--- src/rtl/ssi_tx_pkg.sv ---
package ssi_tx_pkg;

  // Edge events of the synchronised serial clock, one cycle wide.
  typedef struct packed {
    logic rise;
    logic fall;
  } sclk_edge_t;

  // Link phase kept by the quiet-time monitor.
  typedef enum logic {
    LINK_IDLE = 1'b0,
    LINK_BUSY = 1'b1
  } link_phase_e;

endpackage

--- src/rtl/ssi_edge_detect.sv ---
module ssi_edge_detect
  import ssi_tx_pkg::*;
(
  input  logic       clk,
  input  logic       rst_n,
  input  logic       sclk_i,
  output sclk_edge_t edge_o
);

  // Last sampled level; reset to the idle-high level so that no false
  // edge appears when reset is released.
  logic sclk_prev;

  always_ff @(posedge clk) begin
    if (!rst_n) begin
      sclk_prev <= 1'b1;
    end else begin
      sclk_prev <= sclk_i;
    end
  end

  always_comb begin
    edge_o.rise = sclk_i & ~sclk_prev;
    edge_o.fall = ~sclk_i & sclk_prev;
  end

endmodule

--- src/rtl/ssi_timeout.sv ---
module ssi_timeout
  import ssi_tx_pkg::*;
#(
  parameter int TM_CYCLES = 200
) (
  input  logic       clk,
  input  logic       rst_n,
  input  sclk_edge_t edge_i,
  output logic       busy_o,
  output logic       start_o,
  output logic       expire_o
);

  localparam int QW = (TM_CYCLES < 2) ? 1 : $clog2(TM_CYCLES);
  localparam logic [QW-1:0] QUIET_LAST = QW'(TM_CYCLES - 1);

  link_phase_e phase;
  logic [QW-1:0] quiet;
  logic any_edge;

  assign any_edge = edge_i.rise | edge_i.fall;
  assign busy_o   = (phase == LINK_BUSY);
  assign start_o  = (phase == LINK_IDLE) & edge_i.fall;
  assign expire_o = (phase == LINK_BUSY) & ~any_edge & (quiet == QUIET_LAST);

  always_ff @(posedge clk) begin
    if (!rst_n) begin
      phase <= LINK_IDLE;
      quiet <= '0;
    end else begin
      unique case (phase)
        LINK_IDLE: begin
          quiet <= '0;
          if (edge_i.fall) phase <= LINK_BUSY;
        end
        LINK_BUSY: begin
          if (any_edge) begin
            quiet <= '0;
          end else if (quiet == QUIET_LAST) begin
            quiet <= '0;
            phase <= LINK_IDLE;
          end else begin
            quiet <= quiet + 1'b1;
          end
        end
        default: phase <= LINK_IDLE;
      endcase
    end
  end

endmodule

--- src/rtl/ssi_word_stage.sv ---
module ssi_word_stage #(
  parameter int WORD_W = 13
) (
  input  logic              clk,
  input  logic              rst_n,
  input  logic [WORD_W-1:0] word_data,
  input  logic              word_valid,
  output logic              word_ready,
  input  logic              load_en,
  output logic [WORD_W-1:0] frame_o,
  output logic              hold_full_o
);

  logic [WORD_W-1:0] hold_q;
  logic              hold_full;
  logic              take;
  logic              move;

  assign word_ready  = ~hold_full;
  assign take        = word_valid & word_ready;
  assign move        = load_en & hold_full;
  assign hold_full_o = hold_full;

  // One-deep holding slot between the stream input and the frame.
  always_ff @(posedge clk) begin
    if (!rst_n) begin
      hold_q    <= '0;
      hold_full <= 1'b0;
    end else begin
      if (take) begin
        hold_q    <= word_data;
        hold_full <= 1'b1;
      end else if (move) begin
        hold_full <= 1'b0;
      end
    end
  end

  // Frame register: changes only while the link is idle (or at the
  // timeout edge itself).
  always_ff @(posedge clk) begin
    if (!rst_n) begin
      frame_o <= '0;
    end else if (move) begin
      frame_o <= hold_q;
    end
  end

endmodule

--- src/rtl/ssi_frame_shifter.sv ---
module ssi_frame_shifter #(
  parameter int WORD_W = 13
) (
  input  logic              clk,
  input  logic              rst_n,
  input  logic              busy_i,
  input  logic              start_i,
  input  logic              expire_i,
  input  logic              rise_i,
  input  logic [WORD_W-1:0] frame_i,
  output logic              sdata_o
);

  localparam int PW = $clog2(WORD_W + 1);
  localparam logic [PW-1:0] TOP_IDX = PW'(WORD_W - 1);
  localparam logic [PW-1:0] END_POS = PW'(WORD_W);

  logic [PW-1:0] pos;
  logic [PW-1:0] sel;

  assign sel = TOP_IDX - pos;

  always_ff @(posedge clk) begin
    if (!rst_n) begin
      sdata_o <= 1'b1;
      pos     <= '0;
    end else if (expire_i) begin
      sdata_o <= 1'b1;
      pos     <= '0;
    end else if (start_i) begin
      pos     <= '0;
    end else if (busy_i && rise_i) begin
      if (pos == END_POS) begin
        sdata_o <= 1'b0;
        pos     <= '0;
      end else begin
        sdata_o <= frame_i[sel];
        pos     <= pos + 1'b1;
      end
    end
  end

endmodule

--- src/rtl/ssi_slave_tx.sv ---
module ssi_slave_tx
  import ssi_tx_pkg::*;
#(
  parameter int WORD_W    = 13,
  parameter int TM_CYCLES = 200
) (
  input  logic              clk,
  input  logic              rst_n,
  input  logic              sclk_i,
  input  logic [WORD_W-1:0] word_data,
  input  logic              word_valid,
  output logic              word_ready,
  output logic              sdata_o
);

  sclk_edge_t        sclk_edge;
  logic              busy;
  logic              start;
  logic              expire;
  logic              load_en;
  logic              hold_full;
  logic [WORD_W-1:0] frame_word;

  // The frame may be refreshed while idle, except on the edge that
  // starts a frame, and at the timeout edge.
  assign load_en = (~busy & ~sclk_edge.fall) | expire;

  ssi_edge_detect u_edge (
    .clk    (clk),
    .rst_n  (rst_n),
    .sclk_i (sclk_i),
    .edge_o (sclk_edge)
  );

  ssi_timeout #(.TM_CYCLES(TM_CYCLES)) u_timeout (
    .clk      (clk),
    .rst_n    (rst_n),
    .edge_i   (sclk_edge),
    .busy_o   (busy),
    .start_o  (start),
    .expire_o (expire)
  );

  ssi_word_stage #(.WORD_W(WORD_W)) u_stage (
    .clk         (clk),
    .rst_n       (rst_n),
    .word_data   (word_data),
    .word_valid  (word_valid),
    .word_ready  (word_ready),
    .load_en     (load_en),
    .frame_o     (frame_word),
    .hold_full_o (hold_full)
  );

  ssi_frame_shifter #(.WORD_W(WORD_W)) u_shift (
    .clk      (clk),
    .rst_n    (rst_n),
    .busy_i   (busy),
    .start_i  (start),
    .expire_i (expire),
    .rise_i   (sclk_edge.rise),
    .frame_i  (frame_word),
    .sdata_o  (sdata_o)
  );

endmodule

--- config.mk ---
export PLATFORM = sky130hd
export DESIGN_NAME = ssi_slave_tx
export DESIGN_NICKNAME = d
export VERILOG_FILES = /design/src/rtl/ssi_tx_pkg.sv /design/src/rtl/ssi_edge_detect.sv /design/src/rtl/ssi_timeout.sv /design/src/rtl/ssi_word_stage.sv /design/src/rtl/ssi_frame_shifter.sv /design/src/rtl/ssi_slave_tx.sv
export SDC_FILE = /design/constraint.sdc
export NUM_CORES = 1
export LEC_CHECK = 0
export ABC_AREA = 1
export CELL_PAD_IN_SITES_DETAIL_PLACEMENT = 0
export CELL_PAD_IN_SITES_GLOBAL_PLACEMENT = 1
export CORE_MARGIN = 1
export CORE_UTILIZATION = 37
export DETAILED_ROUTE_END_ITERATION = 8
export GPL_TIMING_DRIVEN = 0
export PLACE_DENSITY = 0.75
export SLEW_MARGIN = 20
export SYNTH_ARGS = -nofsm -noshare
export SYNTH_HDL_FRONTEND = slang
export SYNTH_SLANG_ARGS = --single-unit
--- constraint.sdc ---
create_clock -name clk -period 1.4 [get_ports clk]
set_input_delay 0.14 -clock clk [delete_from_list [all_inputs] [get_ports clk]]
set_output_delay 0.14 -clock clk [all_outputs]
set_load 0.03 [all_outputs]
==> qor.txt, run 1 <==
Die Ht = 75.4 microns
RSZ-0062 raised after global routing = yes
Slew @ Worst Pin = 0.445 ns
vias in the first global route = 1,468
PortBufs = 18
Yosys top cell area share = 42.1%
Lkg Pwr = 1.06 nW
Cell Pwr Density = 961 nW/um^2
clk sink count = 42
global-route wire length before repair = 6.38 mm
ys flop type = dfxtp_1
top-count cell post-synth = nand2_1
max-slew violations = 0
Post-Syn Area = 2000 sq um
Post-synth EDFFs = 0
gr ovfl total = 0
total chip power = 2.48 mW
asr flop ratio synth = 0%
DRC violations left = 0
synth top area cells = dfxtp_1, nand2_1, nand3_1
TritonCTS clock tree = built
DIE AREA = 5690 sq um
status = completed
Detailed Route Iter0 Violations = 44
max_slew headroom = 70.3%
antenna viol nets, final = 0
Crit. End Element = register
nets@finish = 328
Top Metal Used = met4
# diodes = 0
Setup violations, final = 0
final wirelength = 3.87 mm
Min-Delay Path Class = input port to register
sequential area share after synthesis = 42.1%
WL/cell = 10.3 microns
layout cells sized above 1 = 20.6%
DP Area = 2280 sq um
worst vdd ir = 0.000527 V
Clock Tree Root = clkbuf_8
hold_ws = 0.234 ns
WL met1 = 2.01 mm
number of synthesized register bits = 42
Die W = 75.4 microns
clock buffer count from CTS = 5
critical path startpoint category = register
clock tree buffer depth = 2
largest net degree at the start of global routing = 13
Via density = 4.46
pre-CTS setup slack = -0.399 ns
metal3 WL = 102 microns
Mapped Cells = 271
net count after synthesis = 294
Post-synth top cells = nand2_1, dfxtp_1, inv_1, nand3_1, nor2_1
worst endpoint data arrival time = 1.55 ns
Tot GR Track Use = 15.0%
Yosys warnings = 0
Tcrit/Tclk final = 97.1%
IO Pins = 19
Final Critical Period = 1.36 ns
kind of critical path = register to register
Max Cap Viol = 0
WL met2 = 1.69 mm
via count = 1,678
skew final = 0.00725 ns
final worst setup slack = 0.0409 ns
core area = 5140 sq um
H-tree levels = 2
cts hold-fix bufs = 0
Initial Util = 38.8%
First-pass DRT Iterations = 4
fmax = 0.736 GHz
initial antenna violation count = 0
GP Congestion = 0.700
Max FO, Critical Path = 9
worst skew pair latency = 0.29 ns
Worst EP required = 1.59 ns
Final Hold Vio Count = 0
post-synth top area cell = dfxtp_1
mean area per synthesized cell = 7.36 sq um
Post-DP HPWL = 2.82 mm
final non-filler cell area = 2580 sq um
clock transition at the registers of the reported paths = 0.08 ns
Util after Layout = 50.2%
synth unique cells = 27
Area growth, synth to finish = 29.3%
FP Rows = 26
-- critical path: stages (launching register included) --
cell     delay (ns)
dfxtp_2        0.35
buf_6          0.13
inv_6          0.05
ha_4           0.29
inv_2          0.05
nand3_1        0.07
nor2_1         0.05
nor2_1         0.08
nand2_1        0.06
nand3_1        0.07
nand2_1        0.05
-- metal layers --
metal  up-vias  track usage (%)
li1        930                -
met1       723             19.7
met2        18             23.5
met3         7             4.10
met4         0             5.56
met5         -                0
-- registers in the layout, summed over array words and instances (netlist names) --
register	cells
u_stage.hold_q	13
u_timeout.busy_o	1
u_shift.sdata_o	1
u_timeout.quiet	8
u_edge.sclk_prev	1
u_stage.hold_full_o	1
u_stage.frame_o	13
u_shift.pos	4
-- cell usage in the layout (no fill, tap or decap), types with 5 or more instances in the layout --
master and instances:
nand2_1 53, dfxtp_1 37, inv_1 31, nor2_1 25
a21oi_1 25, nand3_1 20, clkdlybuf4s50_1 15, nand3_2 10
o21ai_0 7, o21ai_1 7, buf_4 7, clkbuf_1 6
clkbuf_8 6, xor2_1 5, a21oi_2 5
-- cell families after synthesis --
| family | Yosys count | share of synthesized area [%] |
|---|---|---|
| xor+xnor | 6 | 2.63 |
| flops | 42 | 42.1 |
| fa+ha+maj | 6 | 3.76 |
| simple gates | 123 | 28.3 |
| compound gates | 46 | 12.7 |
| buf+inv | 48 | 10.4 |
-- layout make-up --
cell class / count / area, sq um
Timing Repair Buffer: 27 / 274
Sequential cell: 42 / 850
Fill cell: 560 / 2560
Multi-Input combinational cell: 181 / 1060
Inverter: 36 / 140
Buffer: 12 / 80.1
Clock inverter: 1 / 5.00
Tap cell: 70 / 87.6
Clock buffer: 7 / 86.3
-- repair_timing --
action | 4_1_cts | 5_1_grt
resized for setup | 11 | 25
cloned | 0 | 1
setup buffers | 2 | 6
pin swaps | 2 | 10
endpoints found under the setup margin | 18 | 16
-- metrics by stage --
| step | std cells | TNS [ns] |
|---|---|---|
| 5_1_grt | 376 | -0.200 |
| 3_3_place_gp | 359 | -8.11 |
| 2_1_floorplan | 271 | 0 |
| 3_5_place_dp | 359 | -8.45 |
| 4_1_cts | 369 | -0.0390 |
| 6_report | 376 | 0 |
-- power by group --
part | internal [mW] | total, mW | leakage (nW) | switching, mW
logic | 0.184 | 0.397 | 0.667 | 0.213
registers | 1.26 | 1.29 | 0.346 | 0.0298
clock network | 0.398 | 0.792 | 0.0482 | 0.394
total | 1.84 | 2.48 | 1.06 | 0.637
-- worst paths after layout --
check | from | endpoint | slack [ns] | cells after the start
hold / removal | sclk_i | u_edge.sclk_prev | 0.23 | 3
hold reg to reg | u_timeout.quiet[0] | u_timeout.quiet[0] | 0.45 | 1
setup / recovery | u_shift.pos[0] | u_shift.sdata_o | 0.04 | 10
setup reg to reg | u_shift.pos[0] | u_shift.sdata_o | 0.04 | 10
(Power assumes the default switching activity.)
==> inputs of run 2 (changes only) <==
Settings changed: CTS_CLUSTER_SIZE set to 24.
==> results of run 2 <==
Same layout as run 1: the final DEF is identical, and so are final timing and power.
==> inputs of run 3 (changes only) <==
Settings changed: CORE_UTILIZATION 37 to 41, DONT_BUFFER_PORTS set to 1.
==> qor.txt, run 3 (synthesis results as in run 1) <==
Final Hold Vio Count = 0 (unchanged)
# diodes = 0 (unchanged)
Area growth, synth to finish = 19.4%
register area = 850 sq um (unchanged)
WL/cell = 11.4 microns (+10%)
reg2reg setup slack = 0.07 ns (+0.03 ns)
Reg-to-Reg Start = u_edge.sclk_prev
max-slew violations = 0 (unchanged)
max_slew headroom = 70.0% (-0.35 points)
Clock Tree Root = clkbuf_8
most frequent cells in the layout = nand2_1, dfxtp_1, inv_1
Post-DP HPWL = 2.79 mm (-1.0%)
Tcrit/Tclk final = 95.0% (-2.1 points)
hold depth = 2 (-1)
DIE AREA = 5150 sq um (-9.5%)
Die W = 71.8 microns (-4.9%)
Lkg Pwr = 0.969 nW (-8.7%)
Worst EP required = 1.59 ns (about the same)
Util after Layout = 50.8% (+0.61 points)
Crit. End Element = register
cells on worst reg2reg path = 9 (-1)
clock tree buffer depth = 2 (unchanged)
core area = 4690 sq um (-8.7%)
Initial Util = 42.5% (+3.7 points)
GP Congestion = 0.728 (+4.0%)
TritonCTS clock tree = built
fmax = 0.752 GHz (+2.2%)
clock buffer count from CTS = 5 (unchanged)
H-tree levels = 2 (unchanged)
hold_ws = 0.0258 ns (-0.208 ns)
r2r endpoint = u_stage.frame_o[6]
Slew @ Worst Pin = 0.450 ns (+0.00528 ns)
initial antenna violation count = 0 (unchanged)
RSZ-0062 raised after global routing = yes
Setup crit start = u_edge.sclk_prev
global-route wire length before repair = 6.64 mm (+4.2%)
kind of critical path = register to register
final wirelength = 3.88 mm (about the same)
worst endpoint data arrival time = 1.52 ns (-0.03 ns)
Die Ht = 71.8 microns (-4.9%)
crit path to = u_stage.frame_o[6]
total chip power = 2.38 mW (-4.2%)
DP Area = 2080 sq um (-8.8%)
Tot GR Track Use = 16.7% (+1.7 points)
antenna viol nets, final = 0 (unchanged)
gr ovfl total = 0 (unchanged)
Hold Crit Start = word_data[4]
Via density = 4.78 (+7.0%)
Cell Pwr Density = 997 nW/um^2 (+3.7%)
status = completed
clock transition at the registers of the reported paths = 0.08 ns (about the same)
IO Pins = 19 (unchanged)
DRC violations left = 0 (unchanged)
FILL cells = 513 (-8.4%)
Largest regs = u_stage.frame_o: 13 flops, u_stage.hold_q: 13 flops, u_timeout.quiet: 8 flops
vias in the first global route = 1,493 (+1.7%)
critical path startpoint category = register
commonest non-fill, non-tap cell in the layout = nand2_1
layout cells sized above 1 = 22.0% (+1.4 points)
worst vdd ir = 0.000681 V (+29%)
post-route setup TNS = 0 ns (unchanged)
Detailed Route Iter0 Violations = 54 (+23%)
FP Rows = 25 (-3.8%)
largest net degree at the start of global routing = 13 (unchanged)
Max Cap Viol = 0 (unchanged)
skew final = 0.00638 ns (-0.000866 ns)
nets@finish = 310 (-5.5%)
Max FO, Critical Path = 8 (-1)
via count = 1,629 (-2.9%)
Final Critical Period = 1.33 ns (-0.0297 ns)
clk sink count = 42 (unchanged)
final non-filler cell area = 2380 sq um (-7.6%)
Setup violations, final = 0 (unchanged)
crit-path cells = ha_4 > nand2_2 > inv_2 > nand3_4 > nand2_8 > buf_12 > nand3_2 > nand2_1 > nor2_1
Min-Delay Path Class = input port to register
Worst path slowest cell = dfxtp_2
footprint of the multi-input gates = 1070 sq um (+0.95%)
First-pass DRT Iterations = 4 (unchanged)
worst skew pair latency = 0.29 ns (about the same)
Critical Path Max Stage Delay = 0.34 ns (about the same)
PortBufs = 0 (-18)
==> run 3: how the worst min path moves through the flow <==
stage / to
global placement: u_edge.sclk_prev
global route: u_stage.hold_q[1]
CTS: u_stage.hold_q[5]
finish: u_stage.hold_q[4]
floorplan: u_edge.sclk_prev
detailed placement: u_edge.sclk_prev
==> run 3: per-stage QoR <==
| step | cells | setup slack [ns] |
|---|---|---|
| 6_report | 341 | 0.0706 |
| 5_1_grt | 341 | -0.0401 |
| 4_1_cts | 339 | 0.0207 |
| 3_5_place_dp | 325 | -0.157 |
| 3_3_place_gp | 325 | -0.167 |
| 2_1_floorplan | 271 | 0.0277 |
==> run 3: per-layer routing <==
layer  routed length, microns  track usage [%]  vias up
met2                     1740             26.6       15
met3                       92             3.09        5
met5                        0                0        -
li1                         -                -      887
met4                       68             8.50        0
met1                     1980             21.6      722
==> run 3: layout make-up <==
cell class | instances | share of cell area [%]
Buffer | 12 | 3.36
Clock buffer | 5 | 2.89
Sequential cell | 42 | 35.6
Multi-Input combinational cell | 181 | 44.8
Inverter | 36 | 5.77
Tap cell | 54 | 2.83
Timing Repair Buffer | 9 | 4.30
Clock inverter | 2 | 0.420
==> run 3: repair_timing <==
item	4_1_cts	5_1_grt
gates cloned	0	1
gates resized for setup	9	23
endpoints found under the setup margin	17	18
endpoints found under the hold margin	2	0
buffers inserted	5	1
hold buffers	2	0
pin swaps	4	3
==> run 3: power breakdown <==
group          total (mW)  switching, mW  leakage, nW  internal, mW
combinational       0.350          0.204        0.579         0.146
sequential           1.29         0.0324        0.346          1.26
clock               0.733          0.398       0.0438         0.335
total                2.38          0.635        0.969          1.74
==> run 3: critical path: cells and delay by family, from the launching register on <==
kind | cells | cell delay, ns
simple gates | 6 | 0.42
flops | 1 | 0.34
fa+ha+maj | 1 | 0.26
buf+inv | 2 | 0.21
